==> config.mk <==
export PLATFORM = sky130hd
export DESIGN_NAME = edo_page_ctrl
export DESIGN_NICKNAME = d
export VERILOG_FILES = /design/src/rtl/edo_pkg.sv /design/src/rtl/edo_ref_timer.sv /design/src/rtl/edo_addr_split.sv /design/src/rtl/edo_page_ctrl.sv
export SDC_FILE = /design/constraint.sdc
export NUM_CORES = 1
export LEC_CHECK = 0
export BUFFER_PORTS_ARGS = -buffer_cell sky130_fd_sc_hd__buf_4
export CAP_MARGIN = 20
export CELL_PAD_IN_SITES_DETAIL_PLACEMENT = 1
export CELL_PAD_IN_SITES_GLOBAL_PLACEMENT = 2
export CORE_AREA = 3 3 129 131
export DETAILED_ROUTE_END_ITERATION = 10
export DIE_AREA = 0 0 132 134
export PLACE_DENSITY = 0.8
export SLEW_MARGIN = 0
export SYNTH_ARGS = -nofsm -noshare
export SYNTH_HDL_FRONTEND = slang
export SYNTH_HIERARCHICAL = 1
export SYNTH_SLANG_ARGS = --single-unit
==> constraint.sdc <==
create_clock -name clk -period 3.35 [get_ports clk]
set_clock_uncertainty 0.05 [all_clocks]
set_input_delay 0.67 -clock clk [delete_from_list [all_inputs] [get_ports clk]]
set_output_delay 0.67 -clock clk [all_outputs]
set_load 0.02 [all_outputs]
==> src/rtl/edo_pkg.sv <==
package edo_pkg;
  typedef enum logic [3:0] {
    ST_IDLE,
    ST_PRE,
    ST_ACT,
    ST_CSET,
    ST_CAS,
    ST_DONE,
    ST_RCAS,
    ST_RRAS,
    ST_REND
  } edo_state_e;
endpackage

==> src/rtl/edo_ref_timer.sv <==
module edo_ref_timer #(
  parameter int INTERVAL = 1560
) (
  input  logic clk,
  input  logic rst,
  input  logic ack,
  output logic pend
);
  localparam int TW = $clog2(INTERVAL + 1);
  logic [TW-1:0] tick;

  always_ff @(posedge clk) begin
    if (rst) begin
      tick <= '0;
      pend <= 1'b0;
    end else begin
      if (ack) pend <= 1'b0;
      if (tick == TW'(INTERVAL - 1)) begin
        tick <= '0;
        pend <= 1'b1;
      end else begin
        tick <= tick + 1'b1;
      end
    end
  end
endmodule

==> src/rtl/edo_addr_split.sv <==
module edo_addr_split #(
  parameter int ROW_W = 12,
  parameter int COL_W = 10
) (
  input  logic [ROW_W+COL_W-1:0] addr,
  input  logic [ROW_W-1:0]       open_row,
  input  logic                   row_open,
  output logic [ROW_W-1:0]       row,
  output logic [COL_W-1:0]       col,
  output logic                   hit
);
  assign row = addr[ROW_W+COL_W-1:COL_W];
  assign col = addr[COL_W-1:0];
  assign hit = row_open && (row == open_row);
endmodule

==> src/rtl/edo_page_ctrl.sv <==
module edo_page_ctrl
  import edo_pkg::*;
#(
  parameter int ROW_W        = 12,
  parameter int COL_W        = 10,
  parameter int DATA_W       = 16,
  parameter int T_RP         = 2,
  parameter int T_RCD        = 2,
  parameter int T_CAS        = 2,
  parameter int RD_LAT       = 1,
  parameter int REF_INTERVAL = 1560,
  localparam int ADDR_W = ROW_W + COL_W,
  localparam int PIN_W  = (ROW_W > COL_W) ? ROW_W : COL_W,
  localparam int LANE_W = DATA_W / 2
) (
  input  logic              clk,
  input  logic              rst,
  input  logic              req_valid,
  input  logic              req_write,
  input  logic [ADDR_W-1:0] req_addr,
  input  logic [DATA_W-1:0] req_wdata,
  input  logic [1:0]        req_be,
  output logic              rsp_ready,
  output logic [DATA_W-1:0] rsp_rdata,
  output logic [PIN_W-1:0]  dram_addr,
  output logic              dram_ras_n,
  output logic              dram_casl_n,
  output logic              dram_cash_n,
  output logic              dram_we_n,
  output logic              dram_oe_n,
  output logic [DATA_W-1:0] dram_dq_out,
  output logic              dram_dq_oe,
  input  logic [DATA_W-1:0] dram_dq_in
);
  localparam int CNT_W = 8;

  edo_state_e state_q, state_d;
  logic [CNT_W-1:0] cnt;
  logic ref_pend, ref_ack, accept;
  logic [ROW_W-1:0] sp_row, open_row, lat_row, cur_row;
  logic [COL_W-1:0] sp_col, lat_col, cur_col;
  logic hit, row_open, row_open_d;
  logic lat_wr, cur_wr;
  logic [1:0] lat_be, cur_be;
  logic [DATA_W-1:0] lat_wdata, cur_wdata;

  edo_ref_timer #(.INTERVAL(REF_INTERVAL)) u_timer (
    .clk(clk), .rst(rst), .ack(ref_ack), .pend(ref_pend)
  );

  edo_addr_split #(.ROW_W(ROW_W), .COL_W(COL_W)) u_split (
    .addr(req_addr), .open_row(open_row), .row_open(row_open),
    .row(sp_row), .col(sp_col), .hit(hit)
  );

  // Sequencer: refresh outranks host traffic, open row kept after access
  always_comb begin
    state_d = state_q;
    ref_ack = 1'b0;
    accept  = 1'b0;
    unique case (state_q)
      ST_IDLE: begin
        if (ref_pend) begin
          if (row_open) state_d = ST_PRE;
          else begin
            state_d = ST_RCAS;
            ref_ack = 1'b1;
          end
        end else if (req_valid) begin
          accept = 1'b1;
          if (hit)           state_d = ST_CSET;
          else if (row_open) state_d = ST_PRE;
          else               state_d = ST_ACT;
        end
      end
      ST_PRE:  if (cnt == CNT_W'(T_RP - 1))  state_d = ST_IDLE;
      ST_ACT:  if (cnt == CNT_W'(T_RCD - 1)) state_d = ST_CSET;
      ST_CSET: state_d = ST_CAS;
      ST_CAS:  if (cnt == CNT_W'(T_CAS - 1)) state_d = ST_DONE;
      ST_DONE: state_d = ST_IDLE;
      ST_RCAS: state_d = ST_RRAS;
      ST_RRAS: if (cnt == CNT_W'(T_CAS - 1)) state_d = ST_REND;
      ST_REND: if (cnt == CNT_W'(T_RP - 1))  state_d = ST_IDLE;
      default: state_d = ST_IDLE;
    endcase
  end

  // Request fields as seen by the cycle being set up
  always_comb begin
    cur_row   = accept ? sp_row    : lat_row;
    cur_col   = accept ? sp_col    : lat_col;
    cur_wr    = accept ? req_write : lat_wr;
    cur_be    = accept ? req_be    : lat_be;
    cur_wdata = accept ? req_wdata : lat_wdata;
    row_open_d = row_open;
    if (state_d == ST_ACT && state_q != ST_ACT) row_open_d = 1'b1;
    if (state_d == ST_PRE || state_d == ST_RCAS) row_open_d = 1'b0;
  end

  always_ff @(posedge clk) begin
    if (rst) begin
      state_q     <= ST_IDLE;
      cnt         <= '0;
      row_open    <= 1'b0;
      open_row    <= '0;
      lat_row     <= '0;
      lat_col     <= '0;
      lat_wr      <= 1'b0;
      lat_be      <= '0;
      lat_wdata   <= '0;
      dram_ras_n  <= 1'b1;
      dram_casl_n <= 1'b1;
      dram_cash_n <= 1'b1;
      dram_we_n   <= 1'b1;
      dram_oe_n   <= 1'b1;
      dram_addr   <= '0;
      dram_dq_out <= '0;
      dram_dq_oe  <= 1'b0;
      rsp_ready   <= 1'b0;
      rsp_rdata   <= '0;
    end else begin
      state_q  <= state_d;
      cnt      <= (state_d != state_q) ? '0 : cnt + 1'b1;
      row_open <= row_open_d;
      if (accept) begin
        lat_row   <= sp_row;
        lat_col   <= sp_col;
        lat_wr    <= req_write;
        lat_be    <= req_be;
        lat_wdata <= req_wdata;
      end
      if (state_d == ST_ACT) open_row <= cur_row;

      dram_ras_n <= !((state_d inside {ST_ACT, ST_CSET, ST_CAS, ST_DONE, ST_RRAS}) ||
                      (state_d == ST_IDLE && row_open_d));
      if (state_d == ST_ACT)
        dram_addr <= PIN_W'(cur_row);
      else if (state_d == ST_CSET)
        dram_addr <= PIN_W'(cur_col);

      if (state_d == ST_CAS) begin
        dram_casl_n <= cur_wr ? !cur_be[0] : 1'b0;
        dram_cash_n <= cur_wr ? !cur_be[1] : 1'b0;
      end else if (state_d == ST_RCAS || state_d == ST_RRAS) begin
        dram_casl_n <= 1'b0;
        dram_cash_n <= 1'b0;
      end else begin
        dram_casl_n <= 1'b1;
        dram_cash_n <= 1'b1;
      end

      dram_we_n   <= !(cur_wr && (state_d inside {ST_CSET, ST_CAS}));
      dram_oe_n   <= !(!cur_wr && (state_d inside {ST_CSET, ST_CAS}));
      dram_dq_oe  <= cur_wr && (state_d inside {ST_CSET, ST_CAS});
      dram_dq_out <= cur_wdata;
      rsp_ready   <= (state_d == ST_DONE);

      if (state_q == ST_CAS && cnt == CNT_W'(RD_LAT - 1) && !lat_wr) begin
        rsp_rdata[LANE_W-1:0]      <= dram_dq_in[LANE_W-1:0];
        rsp_rdata[DATA_W-1:LANE_W] <= dram_dq_in[DATA_W-1:LANE_W];
      end
    end
  end
endmodule

==> results.toml <==
[status]
outcome = "completed"

[power_and_ir_drop]
p_per_area_mw_per_mm2 = 846.8
vdd.ir_drop.worst_mv = 0.3915
p_leak_uw = 0.002841

[synthesis]
yosysTopAreaCellShare_pct = 44.53
ys.flop_type = "dfxtp_1"
synth_area_mm2 = 0.005080
ys_async_sr_fraction_pct = 0
seq_area_frac_synth_pct = 44.53
ys_warn_count = 6
synthCells = 556
yosysUniqueCellTypes = 61
synth_area_leaders = "dfxtp_1 45%, mux2i_1 8.5%, nand2_1 4.2%"
syn_area_per_cell_um2 = 9.136
synth_fp_nets = 621
yosys.area.top_type = "dfxtp_1"
synth_seq_cells = 113
synth_edf_count = 0

[clock_network]
post_cts_buffers = 0
cts.hold.buffers_added = 0
clockBufferDepth = 2
cts_tree = "done"
post_cts_resized = 0
clk_pin_slew_ns = 0.05
cts_root_buf = "clkbuf_16"
htree_levels = 4
numCtsBuffers = 17
cts_sinks = 113
clk_latency_ns = 0.41

[drt]
avgRoutedWirePerCell_um = 15.80
ant_nets = 0
drt_iter0_drc = 150
viasPerCell = 4.906
dr_total_vias = 4273
drtPass1Iterations = 4
drc = 0
routed_wl_um = 13770

[global_routing]
use_met2_pct = 27.51
groute.layer.met3.usage_pct = 4.801
antenna_found_initial = 0
top_usage_layer = "met2"
grt_pass1_wl_um = 22940
grt_use_total_pct = 16.04
grt_max_degree = 79
grt_pass1_vias = 4565
grt_overflow = 0
met1_usage_pct = 19.02

[setup_path]
crit_cells = 10
cp_top_family = "simple AND/OR/NAND/NOR gates"
cp_slowest_cell = "or4_1"
worstPathCellList = "buf_4, xnor2_1, nand4_1, nor4_2, nor2b_1, o21ai_0, a211oi_2, or4_1, buf_12, o221ai_1"
worstPathRequired_ns = 3.62
arrival_ns = 3.06
cp-start-kind = "primary input"
cpPeakStageDelay_ns = 0.57
critical_path_buf_inv_count = 2
crit_fanout = 24
reg2reg_depth = 9
endpoint_kind = "flip-flop"
criticalPathCategory = "in -> reg"

[die]
die-area_mm2 = 0.01769
die_h_um = 134
rows = 46
core_mm2 = 0.01571
io_pins = 111
start_util_pct = 32.33
fp.dieW_um = 132

[place]
dp_hpwl_um = 9699
portBuffers = 110
gp_congestion = 0.8668

[sta]
slew_violations = 0
fin_crit_sh_pct = 83.20
setup-tns-final_ns = 0
worst_pin_slew_ns = 0.7647
hold_violations = 0
rsz0062_at_grt = "no"
setup_violations = 0
fin_crit_ns = 2.787
max_freq_mhz = 358.8
slew-limit-headroom_pct = 49.02

[final_layout]
n_antenna_cell = 0
drive_above_1_share_pct = 27.79
fillers = 1835
layout.nets = 707
postLayoutCoreUtil_pct = 41.97
areaGrowthSynthToFinish_pct = 29.80

[min_path]
hp-class = "reg -> reg"
min_path_cells = 2

[flow_run]
cap_viol_max_count = 0
## sequential cells by signal, summed over array words and instances, names as in the netlist
register / count
cnt: 8
dram_addr: 12
dram_cash_n: 1
dram_casl_n: 1
dram_dq_oe: 1
dram_oe_n: 1
dram_ras_n: 1
dram_we_n: 1
lat_be: 2
lat_col: 10
lat_row: 12
lat_wdata: 16
lat_wr: 1
open_row: 12
row_open: 1
rsp_rdata: 16
rsp_ready: 1
state_q: 4
u_timer/pend: 1
u_timer/tick: 11
## per-layer routing
layer	share of wire, %	wire length, um
met1	44	6018
met3	5.1	697
met5	0	0
met2	50	6843
met4	1.5	205
## synthesized netlist by cell type, drive strengths merged, types with 13 or more instances
cell / instances
dfxtp: 113
nand2: 57
mux2i: 43
a21oi: 38
nor2: 37
buf: 30
clkbuf: 25
inv: 24
o21ai: 22
xnor2: 15
nor2b: 14
nand2b: 13
or2: 13
## path summary, 6_finish.rpt
path         slack (ns)          from            to
min reg2reg        0.41  lat_wdata[2]  lat_wdata[2]
max                0.56  req_addr[15]  dram_addr[9]
max reg2reg        0.60   open_row[5]  dram_addr[9]
min                0.41  lat_wdata[2]  lat_wdata[2]
## placed cells by master (no fill, tap or decap), types with 8 or more instances in the layout
master       n
buf_4      121
a2111o_1    10
dfxtp_1    113
a21oi_1     36
clkbuf_16   17
nand2b_1    13
o221ai_1    10
nor3_1      10
o21ai_0     22
nor2b_1     14
inv_1       24
or2_2       12
mux2i_1     43
xnor2_1     15
nand2_1     57
nor2_1      37
nand3_1      8
## logic make-up after synthesis
family,after synthesis,share of synthesized area (%)
AND/OR/NAND/NOR,189,19.78
flip-flops,113,44.53
AO/OA/AOI/OAI,104,14.02
buffers and inverters,79,7.906
multiplexers,45,8.916
XOR/XNOR,21,3.621
adder cells (fa/ha/maj),5,1.232
## where the power goes
group	internal, uW	switching, uW	leakage (uW)
clock network	1260	608	0.000301
logic	786	1150	0.00162
registers	1610	168	0.000920
total	3660	1930	0.00284
## worst min-delay path, stage by stage (launching register included)
cell and delay [ns]:
dfxtp_1 0.31, nand2_1 0.05, a21oi_1 0.05
## cell type report
type	instances	area [um2]	share of cell area [%]
Tap cell	216	270.3	4.099
Sequential cell	113	2262	34.31
Inverter	24	90.09	1.366
Clock inverter	9	127.6	1.935
Clock buffer	23	498.0	7.552
Multi-Input combinational cell	364	2417	36.66
Timing Repair Buffer	122	928.4	14.08
## per-stage QoR
step                cell area (um2)  hold WS [ns]  total power, uW  worst slack [ns]  std cells
floorplan                      5080        0.3931             3092            0.5844        556
global placement               5961        0.3930             3668            0.2969        838
detailed placement             5961        0.4011             3731            0.1458        838
CTS                            6586        0.4085             5642            0.3677        870
global route                   6594        0.4310             5922            0.4291        871
finish                         6594        0.4082             5584            0.5627        871
No activity file was read; power rests on OpenSTA's default activity.
